`config.mk`:
```
export PLATFORM = sky130hd
export DESIGN_NAME = dds_tune_stepper
export DESIGN_NICKNAME = d
export VERILOG_FILES = /design/src/rtl/dds_tune_stepper.sv
export SDC_FILE = /design/constraint.sdc
export NUM_CORES = 1
export LEC_CHECK = 0
export BUFFER_PORTS_ARGS = -buffer_cell sky130_fd_sc_hd__buf_2
export CAP_MARGIN = 5
export CORE_MARGIN = 10
export CORE_UTILIZATION = 46
export CTS_CLUSTER_DIAMETER = 150
export DETAILED_ROUTE_END_ITERATION = 7
export GPL_TIMING_DRIVEN = 0
export PLACE_DENSITY = 0.68
export SYNTH_ARGS = -nofsm -noshare
export SYNTH_HDL_FRONTEND = slang
export SYNTH_SLANG_ARGS = --single-unit
export TNS_END_PERCENT = 20
```
`constraint.sdc`:
```
create_clock -name clk -period 4.37 [get_ports clk]
set_input_delay 0.437 -clock clk [delete_from_list [all_inputs] [get_ports clk]]
set_output_delay 0.437 -clock clk [all_outputs]
set_load 0.02 [all_outputs]
```
`src/rtl/dds_tune_stepper.sv`:
```
module dds_tune_stepper #(
  parameter int          W           = 24,
  parameter logic [23:0] RX_INIT     = 24'd7040000,
  parameter logic [23:0] TX_INIT     = 24'd7041500,
  parameter int          STEP_FINE   = 10,
  parameter int          STEP_COARSE = 1000,
  parameter int          HOLDOFF     = 250000,
  parameter int          SYNC_STAGES = 2
) (
  input  logic         clk,
  input  logic         rst_n,
  input  logic         up_i,
  input  logic         down_i,
  input  logic         fine_i,
  output logic [W-1:0] rx_word_o,
  output logic [W-1:0] tx_word_o,
  output logic         load_req_o,
  output logic         cycle_done_o
);
  localparam int          TW     = $clog2(HOLDOFF);
  localparam logic [TW-1:0] RELOAD = TW'(HOLDOFF - 1);
  localparam logic [W-1:0]  D_FINE = W'(STEP_FINE);
  localparam logic [W-1:0]  D_CRS  = W'(STEP_COARSE);

  logic [SYNC_STAGES-1:0] up_s, dn_s, fn_s;
  logic [TW-1:0]          wait_q;
  logic [1:0]             done_q;
  logic                   up, dn, fine, step;
  logic [W-1:0]           delta;

  always_ff @(posedge clk) begin
    up_s <= {up_s[SYNC_STAGES-2:0], up_i};
    dn_s <= {dn_s[SYNC_STAGES-2:0], down_i};
    fn_s <= {fn_s[SYNC_STAGES-2:0], fine_i};
  end

  assign up    = up_s[SYNC_STAGES-1];
  assign dn    = dn_s[SYNC_STAGES-1];
  assign fine  = fn_s[SYNC_STAGES-1];
  assign step  = (wait_q == '0) && (up ^ dn);
  assign delta = fine ? D_FINE : D_CRS;

  always_ff @(posedge clk) begin
    if (!rst_n) begin
      rx_word_o  <= W'(RX_INIT);
      tx_word_o  <= W'(TX_INIT);
      wait_q     <= '0;
      load_req_o <= 1'b0;
      done_q     <= '0;
    end else begin
      load_req_o <= step;
      done_q     <= {done_q[0], load_req_o};
      if (step) begin
        wait_q    <= RELOAD;
        rx_word_o <= up ? rx_word_o + delta : rx_word_o - delta;
        tx_word_o <= up ? tx_word_o + delta : tx_word_o - delta;
      end else if (wait_q != '0) begin
        wait_q <= wait_q - 1'b1;
      end
    end
  end

  assign cycle_done_o = |done_q;
endmodule


```
# == Yosys cells after proc, flatten, opt, wreduce, memory -nomap -nowiden ==
# Index checks and enable logic that the tools add are counted.
# word_totals
regBits,75
in_bits,5
out_inout_bits,50
word_cells,27
# op_classes
n_addsub,5
muxes,5
bitwise,2
reduce_logical,6
# op_table
operator,n
$add A24 B10 Y24,2
$mux W24,2
$sub A24 B10 Y24,2
$mux W18,2
$logic_not A18 Y1,1
$reduce_bool A18 Y1,1
$sub A18 B1 Y18 const B,1
$mux W10,1
$reduce_or A2 Y1,2
$reduce_bool A2 Y1,1
$logic_and A1 B1 Y1,1
$not A1 Y1,1
$xor A1 B1 Y1,1

# == Depth between registers and ports, before layout ==
# depth
ltp_word,3
ltp_mapped,14

# == Worst setup path before layout ==
# No wires, ideal clock.
# synth_timing
path_kind,register to register
from,register up_s[1]
to,register rx_word_o[23]
setup_ns,0.072
t_arrival_ns,3.607
required_time_ns,4.298
slack_ns,0.691
path_stages_with_launch,15
path_cell_list,dfxtp_1 -> clkbuf_1 -> inv_1 -> ha_1 -> inv_1 -> ha_1 -> nand3_1 -> o211ai_1 -> a21oi_1 -> o31a_1 -> o21ai_1 -> o2111ai_1 -> a311oi_1 -> mux2i_1 -> mux2i_1
# synth_via
elab_chain_len,2
# synth_lines
item,line_no,source
"start, declared",25,"logic [SYNC_STAGES-1:0] up_s, dn_s, fn_s;"
"start signal, assigned",32,"up_s <= {up_s[SYNC_STAGES-2:0], up_i};"
$xor A1 B1 Y1,40,assign step = (wait_q == '0) && (up ^ dn);
$logic_and A1 B1 Y1,40,
"end signal, assigned",45,rx_word_o <= W'(RX_INIT);
"end signal, assigned",55,rx_word_o <= up ? rx_word_o + delta : rx_word_o - delta;
"end, declared",15,"output logic [W-1:0] rx_word_o,"
# Parallel ways exist; a longest one is shown, timed or not.
# A chain may end at the register's enable or synchronous reset.

# == Worst setup path after layout ==
# layout_timing
from,register up_s[1]
to,register tx_word_o[23]
# layout_via
elab_chain_len,2
# layout_lines
item,line_no,source
$xor A1 B1 Y1,40,
$logic_and A1 B1 Y1,40,
"end signal, assigned",46,tx_word_o <= W'(TX_INIT);
"end signal, assigned",56,tx_word_o <= up ? tx_word_o + delta : tx_word_o - delta;
"end, declared",16,"output logic [W-1:0] tx_word_o,"
# Parallel ways exist; a longest one is shown, timed or not.

==> results.md <==
* Sinks on the clock net at 73
* Nature of the critical path startpoint: flip-flop
* Dominant combinational cell family by area after synthesis: compound AO/OA/AOI/OAI gates
* Combined area of the multi-input logic cells at 0.00333 mm²
* Arrival time at the worst endpoint at 4260 ps
* Hold buffer count at cts at 0
* Setup repair after global routing missed its margin: false
* Floorplan die area at 0.0153 mm²
* Dominant cells by area after synthesis: sky130_fd_sc_hd__dfxtp_1 (30%), sky130_fd_sc_hd__ha_1 (13%), sky130_fd_sc_hd__a21oi_1 (7.2%)
* Routability cong. at 0.936
* Post-synthesis instance total at 608
* Final antenna-violating net count at 0
* Outcome: completed
* TritonCTS Buffers at 9
* Path type of the worst setup path: flip-flop to flip-flop
* Met1 capacity usage during global routing at 0.218
* Simple-Gate Fraction of Synth Area at 0.212
* Most frequent cells after synthesis: sky130_fd_sc_hd__nand2_1 (88), sky130_fd_sc_hd__dfxtp_1 (73), sky130_fd_sc_hd__a21oi_1 (71)
* Fraction of layout instances using a drive strength above 1 at 0.136
* Final worst path period need at 3980 ps
* Post-route DRC at 0
* Post-Layout Inst Area at 0.00559 mm²
* Final Total Pwr at 0.00286 W
* Slack of the worst reg-to-reg path at 390 ps
* Post-synthesis adder-cell area fraction at 0.131
* Required time worst endpoint at 4660 ps
* Library cell contributing the largest single delay on the critical path: sky130_fd_sc_hd__dfxtp_1
* Total length of routed wires at 13,100 µm
* Final hold viol count at 0
* Library cells used by synthesis at 62
* Antenna violations before repair at 0
* Global route hottest layer: met2
* Maximum number of pins on one net before global-route repair at 16
* Peak supply drop at 0.000261 V
* Fraction of synthesis flops using an asynchronous set or reset pin at 0
* Top Ports at 55
* Share of Yosys cell area claimed by the top area cell type at 0.295
* Total area of sequential cells at 0.00146 mm²
* CTS root buffer: sky130_fd_sc_hd__clkbuf_8
* DR iter-0 viols at 379
* CP Cell Sequence: clkinvlp_4 > ha_1 > inv_1 > ha_1 > o21ai_0 > a21oi_1 > a21oi_1 > o41ai_2 > a31oi_1 > o21a_1 > o311ai_1 > mux2i_1
* Count of cells along the worst register-to-register path at 12
* Pwr/cell area at 512 mW/mm²
* Vias in the first global route at 4,413
* Number of violations of the max-capacitance limit at 0
* Max stage delay on crit path at 570 ps
* Summed instance area of the synthesized netlist at 0.00495 mm²
* Endpoint class of the critical path: flip-flop
* Leftover overflow at the end of global routing at 0
* Die W at 124 µm
* Total via count in the routed design at 4,625
* Count of port buffers added during placement at 51
* Initial Util at 0.475
* Filler cells at 998
* Count of pins over their slew limit at 0
* Final-layout worst hold slack at 183 ps
* Register area share after synthesis at 0.295
* Final-layout setup total negative slack at 0 ps
* Compound-cell area share of the yosys netlist at 0.242
* Bufs on Longest Clock Path at 2
* Net count, final at 729
* Min-Delay Path Depth at 1
* Wire length of the first global-routing pass at 21,400 µm
* Part of the cycle the worst path needs at 0.910
* Number of synthesis warnings at 0
* Yosys reg bits at 73
* Multiplexer fraction of the synthesized cell area at 0.0124
* Number of iterations in the first detailed-routing pass at 5
* Top fanout value on the critical path at 14
* Static leakage at 2.44 nW
* Path class of the lowest-slack min-delay path: primary input to flip-flop
* Global routing usage on met3 at 0.0389
* Vias per cell at 5.69
* Worst slew margin at 0.509
* Syn-to-layout area delta at 12.8%
* Number of flops mapped to enable cells by yosys at 0
* Slew @ Worst Pin at 733 ps
* Max H-tree Level at 3
* XOR/XNOR Fraction of Synth Area at 0.0725
* Number of antenna cells inserted at 0
* Mean instance size in the synthesized netlist at 8.14 µm²
* Die height at 124 µm
* Final core utilization at 0.536
* Most used flip-flop cell after synthesis: sky130_fd_sc_hd__dfxtp_1
* Clock latency on the worst-skew pair at 350 ps
* Final worst clock skew at 12.9 ps
* TritonCTS clock tree: built
* Dpl hpwl at 9700 µm
* Worst-path clk slew at 90 ps
* Finish-stage setup viols at 0
* M2 GR Usage at 0.284
* Placement row count at 37
* Area post-placement at 0.00538 mm²
* Most used standard cell by instance count after synthesis: sky130_fd_sc_hd__nand2_1
* Max Freq at 252 MHz
* WL/cell at 16.1 µm
* Total routing resource utilization after global routing at 0.171
* Area leader, netlist: sky130_fd_sc_hd__dfxtp_1
* Core outline area at 0.0104 mm²
==> per-layer routing <==
metal	wire length [µm]	share of wire	vias up
met3	847	0.065	16
met1	5960	0.46	2145
met4	195	0.015	0
met5	0	0	-
met2	6090	0.46	117
li1	-	-	2347
==> worst max-delay path: cells and delay by family, from the launching register on <==
family                   cells  cell delay (ps)
AO/OA/AOI/OAI                7             1790
adder cells (fa/ha/maj)      2              700
buffers and inverters        2              630
flip-flops                   1              570
multiplexers                 1              220
==> metrics by stage <==
stage | worst slack (ps) | instances
5_1_grt | 19.4 | 813
3_3_place_gp | -267 | 796
4_1_cts | 152 | 814
2_1_floorplan | 691 | 609
3_5_place_dp | -333 | 796
6_report | 395 | 813
==> report_power, final <==
part	internal [W]	switching, W
registers	0.000792	0.000127
logic	0.000583	0.000851
clock network	0.000228	0.000280
==> final cells by class <==
| class | count | share of cell area |
|---|---|---|
| inverter | 13 | 0.00941 |
| buffer | 23 | 0.0208 |
| sequential | 73 | 0.262 |
| clock inverter | 6 | 0.00896 |
| multi-input combinational | 499 | 0.596 |
| tap | 136 | 0.0305 |
| clock buffer | 10 | 0.0246 |
| timing repair buffer | 52 | 0.0470 |
| timing repair inverter | 1 | 0.000896 |
==> registers in the layout, indices dropped and copies added, names as in the netlist <==
| name | flops |
|---|---|
| load_req_o | 1 |
| wait_q | 18 |
| tx_word_o | 23 |
| rx_word_o | 23 |
| done_q | 2 |
| fn_s | 2 |
| dn_s | 2 |
| up_s | 2 |
==> worst paths after layout <==
check | to | startpoint
hold reg to reg | fn_s[1] | fn_s[0]
setup reg to reg | tx_word_o[23] | up_s[1]
hold / removal | dn_s[0] | down_i
setup / recovery | tx_word_o[23] | up_s[1]
==> cell families after synthesis <==
logic type | Yosys count
other cells | 1
fa+ha+maj | 52
xor+xnor | 41
simple gates | 213
flops | 73
buf+inv | 37
compound gates | 185
mux | 6
==> placed cells by master, fill, tap and decap left out, types with 4 or more instances in the layout <==
master | Yosys | final
sky130_fd_sc_hd__nand3_1 | 18 | 18
sky130_fd_sc_hd__a21o_1 | 24 | 24
sky130_fd_sc_hd__nand2b_1 | 5 | 5
sky130_fd_sc_hd__nor2_1 | 39 | 39
sky130_fd_sc_hd__buf_2 | 3 | 54
sky130_fd_sc_hd__xnor2_1 | 25 | 25
sky130_fd_sc_hd__clkbuf_1 | 16 | 15
sky130_fd_sc_hd__or3_1 | 10 | 10
sky130_fd_sc_hd__a211oi_1 | 4 | 4
sky130_fd_sc_hd__nand2_1 | 88 | 88
sky130_fd_sc_hd__o211ai_1 | 22 | 22
sky130_fd_sc_hd__a31oi_1 | 6 | 6
sky130_fd_sc_hd__nor4_1 | 4 | 4
sky130_fd_sc_hd__a21oi_1 | 71 | 71
sky130_fd_sc_hd__clkbuf_8 | 0 | 10
sky130_fd_sc_hd__nor3b_1 | 5 | 5
sky130_fd_sc_hd__ha_1 | 52 | 52
sky130_fd_sc_hd__nor3_1 | 14 | 14
sky130_fd_sc_hd__o21a_1 | 5 | 5
sky130_fd_sc_hd__mux2i_1 | 5 | 5
sky130_fd_sc_hd__o21ai_1 | 7 | 7
sky130_fd_sc_hd__nand4_1 | 4 | 4
sky130_fd_sc_hd__dfxtp_1 | 73 | 73
sky130_fd_sc_hd__o21ai_0 | 14 | 14
sky130_fd_sc_hd__buf_4 | 3 | 4
sky130_fd_sc_hd__inv_1 | 13 | 12
sky130_fd_sc_hd__o31ai_1 | 4 | 4
sky130_fd_sc_hd__xor2_1 | 16 | 16
sky130_fd_sc_hd__and3_1 | 4 | 4
==> repair_timing <==
| item | CTS | global route |
|---|---|---|
| cloned | 1 | 0 |
| gates resized for setup | 1 | 1 |
| buffers inserted | 1 | 0 |
| endpoints found under the setup margin | 6 | 3 |
Note: power is estimated with default switching activity, not from simulation.
